`src/rtl/wdt_pkg.sv`:
```
package wdt_pkg;
  typedef struct packed {
    logic       ovf;
    logic       wd_mode;
    logic       run;
    logic       src_sub;
    logic       rst_sel;
    logic [2:0] tap;
  } csr_t;

  localparam logic ADDR_CSR = 1'b0;
  localparam logic ADDR_CNT = 1'b1;
endpackage

```
`src/rtl/wdt_prescaler.sv`:
```
module wdt_prescaler #(
  parameter int         W   = 17,
  parameter int         NT  = 8,
  parameter logic [39:0] EXP = {5'd17, 5'd15, 5'd13, 5'd11, 5'd9, 5'd7, 5'd6, 5'd1}
) (
  input  logic                    clk_i,
  input  logic                    rst_ni,
  input  logic                    srst_i,
  input  logic                    ce_i,
  input  logic [$clog2(NT)-1:0]   sel_i,
  output logic                    tick_o
);
  logic [W-1:0]  cnt_q;
  logic [NT-1:0] taps;

  always_ff @(posedge clk_i or negedge rst_ni) begin
    if (!rst_ni)     cnt_q <= '0;
    else if (srst_i) cnt_q <= '0;
    else if (ce_i)   cnt_q <= cnt_q + 1'b1;
  end

  // tap k rises on the enable that carries the low k bits from 0..01..1 to 1..10..0
  for (genvar i = 0; i < NT; i++) begin : g_tap
    localparam int K = int'(EXP[i*5 +: 5]);
    localparam logic [W-1:0] LOW  = W'((64'd1 << K) - 64'd1);
    localparam logic [W-1:0] HALF = W'((64'd1 << (K - 1)) - 64'd1);
    assign taps[i] = ((cnt_q & LOW) == HALF);
  end

  assign tick_o = ce_i & taps[sel_i];
endmodule

```
`src/rtl/wdt_count.sv`:
```
module wdt_count #(
  parameter int W = 8
) (
  input  logic         clk_i,
  input  logic         rst_ni,
  input  logic         srst_i,
  input  logic         run_i,
  input  logic         wr_i,
  input  logic [W-1:0] wdata_i,
  input  logic         tick_i,
  output logic [W-1:0] cnt_o,
  output logic         ovf_evt_o
);
  logic [W-1:0] cnt_q;

  assign ovf_evt_o = run_i & ~wr_i & tick_i & ~srst_i & (&cnt_q);

  always_ff @(posedge clk_i or negedge rst_ni) begin
    if (!rst_ni)             cnt_q <= '0;
    else if (srst_i || !run_i) cnt_q <= '0;
    else if (wr_i)           cnt_q <= wdata_i;
    else if (tick_i)         cnt_q <= cnt_q + 1'b1;
  end

  assign cnt_o = cnt_q;
endmodule

```
`src/rtl/wdt_rstgen.sv`:
```
module wdt_rstgen #(
  parameter int N = 8
) (
  input  logic clk_i,
  input  logic rst_ni,
  input  logic start_i,
  output logic active_o
);
  localparam int CW = $clog2(N + 1);
  logic [CW-1:0] left_q;

  always_ff @(posedge clk_i or negedge rst_ni) begin
    if (!rst_ni)                  left_q <= '0;
    else if (left_q != '0)        left_q <= left_q - 1'b1;
    else if (start_i)             left_q <= CW'(N);
  end

  assign active_o = (left_q != '0);
endmodule

```
`src/rtl/wdt_timer.sv`:
```
module wdt_timer
  import wdt_pkg::*;
#(
  parameter int          CNT_W    = 8,
  parameter int          MAIN_W   = 17,
  parameter int          SUB_W    = 8,
  parameter logic [39:0] MAIN_EXP = {5'd17, 5'd15, 5'd13, 5'd11, 5'd9, 5'd7, 5'd6, 5'd1},
  parameter logic [39:0] SUB_EXP  = {5'd8, 5'd7, 5'd6, 5'd5, 5'd4, 5'd3, 5'd2, 5'd1},
  parameter int          RST_CYC  = 8
) (
  input  logic       clk_i,
  input  logic       rst_ni,
  input  logic       main_ce_i,
  input  logic       sub_ce_i,
  input  logic       addr_i,
  input  logic       we_i,
  input  logic       re_i,
  input  logic [7:0] wdata_i,
  output logic [7:0] rdata_o,
  output logic       ivl_irq_o,
  output logic       nmi_o,
  output logic       rst_no
);
  csr_t         csr_q, wcsr;
  logic         armed_q, nmi_q;
  logic         srst, ovf_evt, tick_main, tick_sub, tick;
  logic [CNT_W-1:0] cnt_q;
  logic         csr_wr, csr_rd, cnt_wr;

  assign wcsr   = csr_t'(wdata_i);
  assign csr_wr = we_i & (addr_i == ADDR_CSR);
  assign csr_rd = re_i & (addr_i == ADDR_CSR);
  assign cnt_wr = we_i & (addr_i == ADDR_CNT);

  wdt_prescaler #(.W(MAIN_W), .NT(8), .EXP(MAIN_EXP)) u_pre_main (
    .clk_i(clk_i), .rst_ni(rst_ni), .srst_i(srst), .ce_i(main_ce_i),
    .sel_i(csr_q.tap), .tick_o(tick_main)
  );

  wdt_prescaler #(.W(SUB_W), .NT(8), .EXP(SUB_EXP)) u_pre_sub (
    .clk_i(clk_i), .rst_ni(rst_ni), .srst_i(srst), .ce_i(sub_ce_i),
    .sel_i(csr_q.tap), .tick_o(tick_sub)
  );

  assign tick = csr_q.src_sub ? tick_sub : tick_main;

  wdt_count #(.W(CNT_W)) u_cnt (
    .clk_i(clk_i), .rst_ni(rst_ni), .srst_i(srst), .run_i(csr_q.run),
    .wr_i(cnt_wr), .wdata_i(wdata_i[CNT_W-1:0]), .tick_i(tick),
    .cnt_o(cnt_q), .ovf_evt_o(ovf_evt)
  );

  wdt_rstgen #(.N(RST_CYC)) u_rst (
    .clk_i(clk_i), .rst_ni(rst_ni),
    .start_i(ovf_evt & csr_q.wd_mode & csr_q.rst_sel),
    .active_o(srst)
  );

  always_ff @(posedge clk_i or negedge rst_ni) begin
    if (!rst_ni) begin
      csr_q   <= '0;
      armed_q <= 1'b0;
      nmi_q   <= 1'b0;
    end else if (srst) begin
      csr_q   <= '0;
      armed_q <= 1'b0;
      nmi_q   <= 1'b0;
    end else begin
      nmi_q <= ovf_evt & csr_q.wd_mode & ~csr_q.rst_sel;
      if (csr_wr) begin
        csr_q.wd_mode <= wcsr.wd_mode;
        csr_q.run     <= wcsr.run;
        csr_q.src_sub <= wcsr.src_sub;
        csr_q.rst_sel <= wcsr.rst_sel;
        csr_q.tap     <= wcsr.tap;
        armed_q       <= 1'b0;
      end else if (csr_rd && csr_q.ovf) begin
        armed_q <= 1'b1;
      end
      // set beats any clear in the same cycle
      if (ovf_evt)                               csr_q.ovf <= 1'b1;
      else if (csr_wr && !wcsr.run)              csr_q.ovf <= 1'b0;
      else if (csr_wr && !wcsr.ovf && armed_q)   csr_q.ovf <= 1'b0;
    end
  end

  assign rdata_o   = (addr_i == ADDR_CNT) ? 8'(cnt_q) : 8'(csr_q);
  assign ivl_irq_o = csr_q.ovf & ~csr_q.wd_mode;
  assign nmi_o     = nmi_q;
  assign rst_no    = ~srst;
endmodule

```
`config.mk`:
```
export PLATFORM = sky130hd
export DESIGN_NAME = wdt_timer
export DESIGN_NICKNAME = d
export VERILOG_FILES = /design/src/rtl/wdt_pkg.sv /design/src/rtl/wdt_prescaler.sv /design/src/rtl/wdt_count.sv /design/src/rtl/wdt_rstgen.sv /design/src/rtl/wdt_timer.sv
export SDC_FILE = /design/constraint.sdc
export NUM_CORES = 1
export LEC_CHECK = 0
export CAP_MARGIN = 20
export CORE_MARGIN = 3
export CORE_UTILIZATION = 55
export DETAILED_ROUTE_END_ITERATION = 8
export DONT_BUFFER_PORTS = 1
export PLACE_DENSITY = 0.78
export SLEW_MARGIN = 40
export SYNTH_ARGS = -nofsm -noshare
export SYNTH_HDL_FRONTEND = slang
export SYNTH_SLANG_ARGS = --single-unit
```
`constraint.sdc`:
```
create_clock -name clk_i -period 7.5 [get_ports clk_i]
set_clock_uncertainty 0.1 [all_clocks]
set_input_delay 0.375 -clock clk_i [delete_from_list [all_inputs] [get_ports clk_i]]
set_output_delay 0.375 -clock clk_i [all_outputs]
set_load 0.1 [all_outputs]
```
; Word-level counts from Yosys, hierarchy flattened
; Cells that the tools add are included.
[word_totals]
register_bits = 47
output_inout_bits = 11
[op_classes]
add_sub_neg = 4
n_lt_le_gt_ge = 1
n_eq_ne = 14
mux = 24
bitwise = 18
n_reduce_logical = 19
[ops]
columns = operator, count
row1 = $mux 8, 7
row2 = $mux 17, 2
row3 = $add 17x1->17 const B, 1
row4 = $eq 17x16->1 const B, 1
row5 = $logic_not 17->1, 1
row6 = $add 8x1->8 const B, 2
row7 = $eq 15x14->1 const B, 1
row8 = $eq 7x6->1 const B, 2
row9 = $and 1x1->1, 13
row10 = $eq 13x12->1 const B, 1
row11 = $eq 6x5->1 const B, 2
row12 = $eq 11x10->1 const B, 1
row13 = $mux 1, 10
row14 = $eq 9x8->1 const B, 1
row15 = $eq 8x7->1 const B, 1
row16 = $logic_not 8->1, 1
row17 = $mux 4, 2
row18 = $reduce_and 8->1, 1
row19 = $reduce_bool 2->1, 4
row20 = $reduce_bool 4->1, 2
row21 = $mux 7, 1
row22 = $bmux 1 s3, 2
row23 = $reduce_bool 3->1, 2
row24 = $eq 5x4->1 const B, 1
row25 = other kinds (9), 18

; Logic depth before layout (Yosys ltp)
; Gate-level depths: netlist of the first run.
[depth]
ltp_word = 12
mapped_depth = 13
depth_no_buf = 13

; Modules after synthesis
; Synthesis of the first run repeated with hierarchy kept, for this count alone.
[unflattened]
hier_cells = 294
area_unflattened_um2 = 2741.4
[by_module_without_submodules]
columns = mod, instances, cells_per_inst, area_each_um2, seq_area_each_um2
row1 = wdt_prescaler (u_pre_main), 1, 110, 994.7, 425.4
row2 = wdt_prescaler (u_pre_sub), 1, 59, 551.8, 200.2
row3 = wdt_timer, 1, 59, 544.3, 250.2
row4 = wdt_count, 1, 50, 476.7, 200.2
row5 = wdt_rstgen, 1, 16, 173.9, 100.1

; Worst setup path after synthesis of the first run
; Ideal clock, no wire load.
[synth_timing]
kind = input to output
startpoint = input addr_i
endpoint = output rdata_o[2]
arrival_ns = 2.731
required_ns = 7.025
setup_slack_ns = 4.294
cell_stages = 2
cell_sequence = buf_1 -> o21ai_0
[synth_between]
elab_chain_len = 1
[synth_lines]
columns = element, line_no
row1 = from (decl), wdt_timer.sv:15  ; input logic addr_i,
row2 = $mux 8, wdt_timer.sv:87  ; assign rdata_o = (addr_i == ADDR_CNT) ? 8'(cnt_q) : 8'(csr_q);
row3 = to (decl), wdt_timer.sv:19  ; output logic [7:0] rdata_o,
; No other way between the ends.

; Worst setup path after layout of the first run
[layout_timing]
startpoint = register u_pre_main.cnt_q[6]
endpoint = register u_cnt.cnt_q[4], in the netlist u_cnt.cnt_o[4]
[layout_between]
elab_chain_len = 6
elab_cells_between_ends = 11
classes_between = 6 x eq/ne / 3 x mux / 1 x bitwise / 1 x reduce/logical
[layout_lines]
columns = element, line_no
row1 = from (decl), wdt_prescaler.sv:13  ; logic [W-1:0] cnt_q;
row2 = from (signal assigned), wdt_prescaler.sv:19  ; else if (ce_i) cnt_q <= cnt_q + 1'b1;
row3 = "$eq 17x16->1, or another cell as far along", wdt_prescaler.sv:27  ; assign taps[i] = ((cnt_q & LOW) == HALF);
row4 = $bmux 1 s3 (*), wdt_prescaler.sv:30  ; assign tick_o = ce_i & taps[sel_i];
row5 = $mux 1 (not written as such) (*), wdt_prescaler.sv:30
row6 = $and 1x1->1 (*), wdt_prescaler.sv:30
row7 = $mux 1 (*), wdt_timer.sv:45  ; assign tick = csr_q.src_sub ? tick_sub : tick_main;
row8 = $reduce_bool 3->1 (no line) (*), -
row9 = to (signal assigned), wdt_count.sv:21  ; else if (wr_i) cnt_q <= wdata_i;
row10 = to (signal assigned), wdt_count.sv:22  ; else if (tick_i) cnt_q <= cnt_q + 1'b1;
row11 = to (decl), wdt_count.sv:14  ; logic [W-1:0] cnt_q;
; Mark *: on every way between the ends. The rest lies on a longest branch, timed or not. The select of a mux whose other input is x is not followed.
; A chain may end at the register's enable or synchronous reset.

==> impl_metrics.yaml, run 1 <==
status:
  status: "completed"
synth:
  yosys-top-cells-area: "dfrtp_1, xor2_1, nor2_1, nand2_1, ha_1"
  ys_warn_count: 0
  syn_area_um2: 2680
  avgSynthCellArea_um2: 9.41
  synth-edff-count: 0
  ys_types: 47
  synth_top_cell_area_share_pct: 43.9
  ys_async_sr_fraction_pct: 100
  ys.flop_type: "dfrtp_1"
  synth_nets: 308
  ys_ff_latch: 47
  synth_seq_area_share_pct: 43.9
  yosys.area.top_type: "dfrtp_1"
  syn_inst: 285
clocking:
  numCtsBuffers: 5
  ctsLongestPathBuffers: 2
  cts.sinks: 47
  clkLatencyLatePin_ps: 300
  clk_pin_slew_worst_paths_ps: 90
  cts_max_level: 2
  cts_tree: "done"
  cts_root_buffer: "clkbuf_8"
  post_cts_resized: 0
finish:
  antennaDiodeCount: 0
  layout.nets: 307
  syn2layout_area_growth_pct: 6.25
  drive_gt1_share_pct: 10.9
  fill_cells: 385
power_and_ir_drop:
  p_sw_share_pct: 36.7
  combPwrFrac_pct: 27.0
  cellPowerDensity_nw_per_um2: 255
  p_int_w: 0.000461
  clkPwrFrac_pct: 22.7
  ir_drop_uv: 149
  pwr-share-seq_pct: 50.2
  p_sw_w: 0.000267
  power.leakage_nw: 1.27
die:
  dieArea_um2: 5750
  ios: 26
  coreArea_um2: 4530
  start_util_pct: 59.1
  rows: 24
  die_x_um: 75.8
  dieHeight_um: 75.8
drt:
  drtIter0Drc: 119
  postRouteAntennaNets: 0
  wl_met1_um: 2540
  routedWlPerCell_um: 15.3
  top_layer: "met4"
  wl_met3_um: 257
  drtPass1Iterations: 4
  dr_wl_met2_um: 2440
  vias: 2048
  wl_um: 5360
  vias_per_cell: 5.85
  drc: 0
timing:
  min_period_over_period_pct: 35.9
  relSlewSlack_pct: 42.6
  drv_slew: 0
  clock.fmax_ghz: 0.371
  setup_tns_ps: 0
  grt_setup_unrepaired: "no"
  finalSetupViolCount: 0
  hold_viol: 0
  period_needed_ps: 2700
  setup_ws_ps: 4800
  worst_pin_slew_ps: 862
global_route:
  grt_max_degree: 48
  antenna_found_initial: 0
  grt_pass1_wl_um: 9100
  track_usage_pct: 20.9
  first_global_vias: 1949
  grt_remaining_overflow: 0
critical_path:
  cp_data_required_time_ps: 7630
  end_kind: "register"
  critPathMaxStageDelay_ps: 470
  start_kind: "register"
  cp_data_arrival_time_ps: 2830
  slowest_stage: "dfrtp_1"
  crit_path_frequent_cell: "nor2_1"
  r2r_cells: 12
  crit_family: "simple AND/OR/NAND/NOR gates"
  crit_chain: "nand4_2 -> nor2_1 -> nand4_1 -> nor2_1 -> ha_1 -> nand2_1 -> a21boi_0 -> a21oi_2 -> nor4_4 -> o21ai_2 -> xor2_1 -> a21oi_1"
  path_depth: 12
  worstPathMaxFanout: 7
  crit_buf_inv: 0
  crit_type: "register to register"
place:
  gp_congestion: 0.860
  place_ws_ps: 4800
  dp_hpwl_um: 3780
  portBuffers: 0
worst_hold_path:
  min_path_type: "input pin to register"
  holdPathStages: 1
flow_run:
  maxCapViolCount: 0
## cell usage in the layout (no fill, tap or decap), types with 4 or more instances in the layout
| cell | instances |
|---|---|
| nor2_1 | 37 |
| mux2_2 | 7 |
| nand4_1 | 9 |
| xnor2_1 | 7 |
| inv_1 | 8 |
| clkbuf_8 | 7 |
| nand3_1 | 6 |
| a31oi_1 | 4 |
| dfrtp_1 | 47 |
| ha_1 | 8 |
| a21oi_1 | 16 |
| nor3_1 | 4 |
| o21ai_0 | 12 |
| nand2_1 | 35 |
| a211oi_1 | 5 |
| xor2_1 | 18 |
| nand2b_1 | 5 |
## sequential cells by signal (all words and copies together) (netlist names)
register          cells
armed_q               1
csr_q                 8
nmi_o                 1
u_cnt.cnt_o           8
u_pre_main.cnt_q     17
u_pre_sub.cnt_q       8
u_rst.left_q          4
## per-layer routing
layer / global-route usage [%] / vias up
met4: 9.13 / 0
met5: 0 / -
met1: 29.1 / 995
met3: 4.75 / 15
li1: - / 993
met2: 31.4 / 45
## Yosys cell counts, drive strengths merged (3+ instances only)
master	instances
dfrtp	47
nor2	37
nand2	35
xor2	18
a21oi	17
o21ai	16
nand4	10
inv	9
clkbuf	8
ha	8
mux2	7
nand3	7
xnor2	7
a211oi	5
nand2b	5
a31oi	4
and3	4
nor2b	4
nor3	4
and4	3
o2111ai	3
o31ai	3
## repair_timing
action | in CTS | in global routing
setup buffers | 0 | 0
endpoints found under the hold margin | 47 | 0
hold buffers | 2 | 0
## per-stage QoR
| step | power (W) | cells | area [um^2] | hold slack (ps) | utilization, % |
|---|---|---|---|---|---|
| final | 0.000727 | 350 | 2850 | 57.9 | 62.8 |
| after global routing | 0.000774 | 350 | 2850 | 47.7 | 62.8 |
| after CTS | 0.000734 | 350 | 2850 | 41.3 | 62.8 |
| after detailed placement | 0.000559 | 340 | 2710 | -19.3 | 59.8 |
| after global placement | 0.000551 | 340 | 2700 | -19.0 | 59.5 |
| after floorplan | 0.000525 | 285 | 2680 | -20.6 | - |
## path summary, 6_finish.rpt
path | startpoint | to | slack [ps]
hold / removal | main_ce_i | u_pre_main.cnt_q[16] | 60
min in group asynchronous | rst_ni | armed_q | 480
hold reg to reg | u_rst.left_q[0] | u_rst.left_q[0] | 400
setup / recovery | u_pre_main.cnt_q[6] | u_cnt.cnt_o[4] | 4800
setup reg to reg | u_pre_main.cnt_q[6] | u_cnt.cnt_o[4] | 4800
max in group asynchronous | rst_ni | u_pre_main.cnt_q[4] | 6600
## power by group through the flow
stage,combinational (W),clock (W),sequential [W]
after global routing,0.000220,0.000180,0.000373
after CTS,0.000199,0.000171,0.000364
after detailed placement,0.000192,0,0.000367
final,0.000197,0.000165,0.000365
after floorplan,0.000175,0,0.000349
after global placement,0.000185,0,0.000366
## cell type report
cell class,instances,area [um^2],share of cell area (%)
sequential,47,1180,41.3
clock buffer,8,100,3.51
inverter,9,33.8,1.19
timing repair buffer,3,45.0,1.58
tap,65,81.3,2.85
multi-input combinational,218,1410,49.6
## kinds of logic (layout without fill, tap and decap cells)
family,count (synthesis),after routing,share of synthesized area (%)
buffers and inverters,20,20,4.15
adder cells (fa/ha/maj),8,8,3.73
flip-flops,47,47,43.9
AND/OR/NAND/NOR,120,120,23.3
XOR/XNOR,25,25,8.17
AO/OA/AOI/OAI,56,56,13.1
multiplexers,9,9,3.69
Note: power is estimated with default switching activity, not from simulation.
==> run 2, diff against run 1 <==
- ABC_AREA: unset -> 1
- PLACE_DENSITY: 0.78 -> 0.81
- clock period: 7.5 -> 2.2 ns (I/O delays scaled with it)
==> impl_metrics.yaml, run 2 <==
clocking:
  ctsLongestPathBuffers: 2
  numCtsBuffers: 5
  clk_pin_slew_worst_paths_ps: 80
  cts_max_level: 2
  clkLatencyLatePin_ps: 300
  cts_tree: "done"
  cts.sinks: 47
  cts_root_buffer: "clkbuf_8"
synth:
  synth_nets: 409
  yosys.area.top_type: "dfrtp_1"
  ys_top_cells_by_count: "nand2_1, inv_1, dfrtp_1, nor2_1, o21ai_0"
  synth-edff-count: 0
  ys.flop_type: "dfrtp_1"
  ys_async_sr_fraction_pct: 100
  yosysMostFrequentCell: "nand2_1"
  ys_ff_latch: 47
  ys_warn_count: 0
  synth_top_cell_area_share_pct: 42.8
  syn_inst: 386
  avgSynthCellArea_um2: 7.12
  synth_seq_area_share_pct: 42.8
  ys_types: 28
  syn_area_um2: 2750
  yosys-top-cells-area: "dfrtp_1, nand2_1, o21ai_0, inv_1, nor2_1"
timing:
  whs_ps: -0.857
  clock.fmax_ghz: 0.481
  period_needed_ps: 2080
  drv_slew: 0
  relSlewSlack_pct: 42.4
  finalSetupViolCount: 0
  worst_pin_slew_ps: 865
  hold_viol: 1
  setup_ws_ps: 122
  min_period_over_period_pct: 94.5
die:
  start_util_pct: 57.4
  dieArea_um2: 5880
  coreArea_um2: 4790
  rows: 25
  die_x_um: 76.7
  dieHeight_um: 76.7
  ios: 26
critical_path:
  crit_family: "simple AND/OR/NAND/NOR gates"
  reg2reg_slack_ps: 120
  start_kind: "register"
  crit_buf_inv: 2
  cp_data_arrival_time_ps: 2170
  crit_path_frequent_cell: "nand2_1"
  critPathMaxStageDelay_ps: 400
  crit_chain: "ha_2 -> inv_1 -> nor2_1 -> nand2_2 -> nor3_2 -> ha_1 -> a21oi_1 -> nand2_1 -> nand2_1 -> nand2_1 -> nand2_2 -> nand3_4 -> inv_4 -> nand2_1 -> nand2_1"
  crit_type: "register to register"
  slowest_stage: "dfrtp_1"
  end_kind: "register"
  cp_data_required_time_ps: 2300
  worstPathMaxFanout: 6
power_and_ir_drop:
  ir_drop_uv: 543
  finalPower_w: 0.00252
  cellPowerDensity_nw_per_um2: 776
  power.leakage_nw: 1.58
drt:
  postRouteAntennaNets: 0
  drtPass1Iterations: 7
  wl_um: 6700
  vias_per_cell: 5.53
  drtIter0Drc: 228
  vias: 2677
  routedWlPerCell_um: 13.8
  drc: 0
finish:
  drive_gt1_share_pct: 12.0
  syn2layout_area_growth_pct: 18.2
  largest_reg_flops: 17
  layout.nets: 439
  mostFrequentLayoutCells: "nand2_1, inv_1, dfrtp_1"
  final_common_cell: "nand2_1"
  regMostFlops: "u_pre_main.cnt_q"
  antennaDiodeCount: 0
place:
  dp_hpwl_um: 4490
  place_ws_ps: 27.0
  gp_congestion: 0.875
  portBuffers: 0
worst_hold_path:
  min_path_type: "input pin to register"
global_route:
  first_global_vias: 2466
  grt_max_degree: 48
  grt_remaining_overflow: 0
  track_usage_pct: 23.6
  grt_pass1_wl_um: 11300
  antenna_found_initial: 0
status:
  violations: "hold timing"
  status: "finished, violations left"
flow_run:
  maxCapViolCount: 0
run 2: changes by cell type after synthesis, moves of 5 or more:
cell,previous run,this run
mux2_2,7,0
xnor2_1,7,0
a21oi_1,16,28
nor3_1,4,11
nand4_1,9,4
o21ai_0,13,43
xor2_1,18,1
nand3_1,6,26
nand2_1,35,98
inv_1,9,51
nor2_1,37,44
nand2b_1,5,0
run 2: cell families (layout without fill, tap and decap cells):
kind of cell | after synthesis | in the layout | share of synthesized area (%)
AND/OR/NAND/NOR | 193 | 194 | 29.9
AO/OA/AOI/OAI | 77 | 77 | 14.7
buffers and inverters | 60 | 90 | 8.74
flip-flops | 47 | 47 | 42.8
adder cells (fa/ha/maj) | 8 | 8 | 3.64
XOR/XNOR | 1 | 1 | 0.319
run 2: worst register-to-register path: stages, from the launching register on:
cell and delay [ps]:
dfrtp_1 400, ha_2 210, inv_1 40, nor2_1 140, nand2_2 100, nor3_2 110, ha_1 160, a21oi_1 60
nand2_1 90, nand2_1 50, nand2_1 70, nand2_2 100, nand3_4 150, inv_4 60, nand2_1 60, nand2_1 60
run 2: final timing paths:
check                                          start                   end  cells after the start
worst min register to register  u_pre_main.cnt_q[15]  u_pre_main.cnt_q[15]                      1
worst max register to register   u_pre_main.cnt_q[1]        u_cnt.cnt_o[3]                     15
worst max-delay path             u_pre_main.cnt_q[1]        u_cnt.cnt_o[3]                     15
worst min-delay path                      wdata_i[4]        u_cnt.cnt_o[4]                      4
max in group asynchronous                     rst_ni        u_cnt.cnt_o[5]                      2
min in group asynchronous                     rst_ni    u_pre_sub.cnt_q[2]                      2
run 2: metrics by stage:
step	setup TNS [ps]	util (%)	cell area [um^2]	cells
finish	0	67.9	3250	484
global placement	0	61.3	2930	460
CTS	0	66.8	3200	481
floorplan	-3760	-	2750	386
detailed placement	0	61.3	2930	460
global route	-168	67.9	3250	484
run 2: power breakdown:
group          internal [W]  leakage (nW)  switching [W]
clock network      0.000368        0.0612       0.000292
registers          0.000992         0.620       0.000123
logic              0.000240         0.899       0.000507
run 2: final cells by class:
class	count	area, um^2
fill	390	1540
multi-input combinational	280	1400
sequential	47	1180
timing repair buffer	30	275
inverter	52	198
tap	67	83.8
clock buffer	6	82.6
clock inverter	2	35.0
run 2: what timing repair did:
item | 4_1_cts | 5_1_grt
endpoints found under the setup margin | 4 | 8
hold endpoints to repair | 64 | 0
hold buffers | 13 | 0
resized for setup | 1 | 7
gates cloned | 0 | 1
pin swaps | 0 | 3
buffers inserted | 0 | 2
run 2: metal layers:
layer  wire (um)  global-route usage [%]  share of wire (%)
met1        2970                    32.6                 44
met2        3140                    36.8                 47
met3         462                    5.16                6.9
met4         127                    8.15                1.9
met5           0                       0                  0
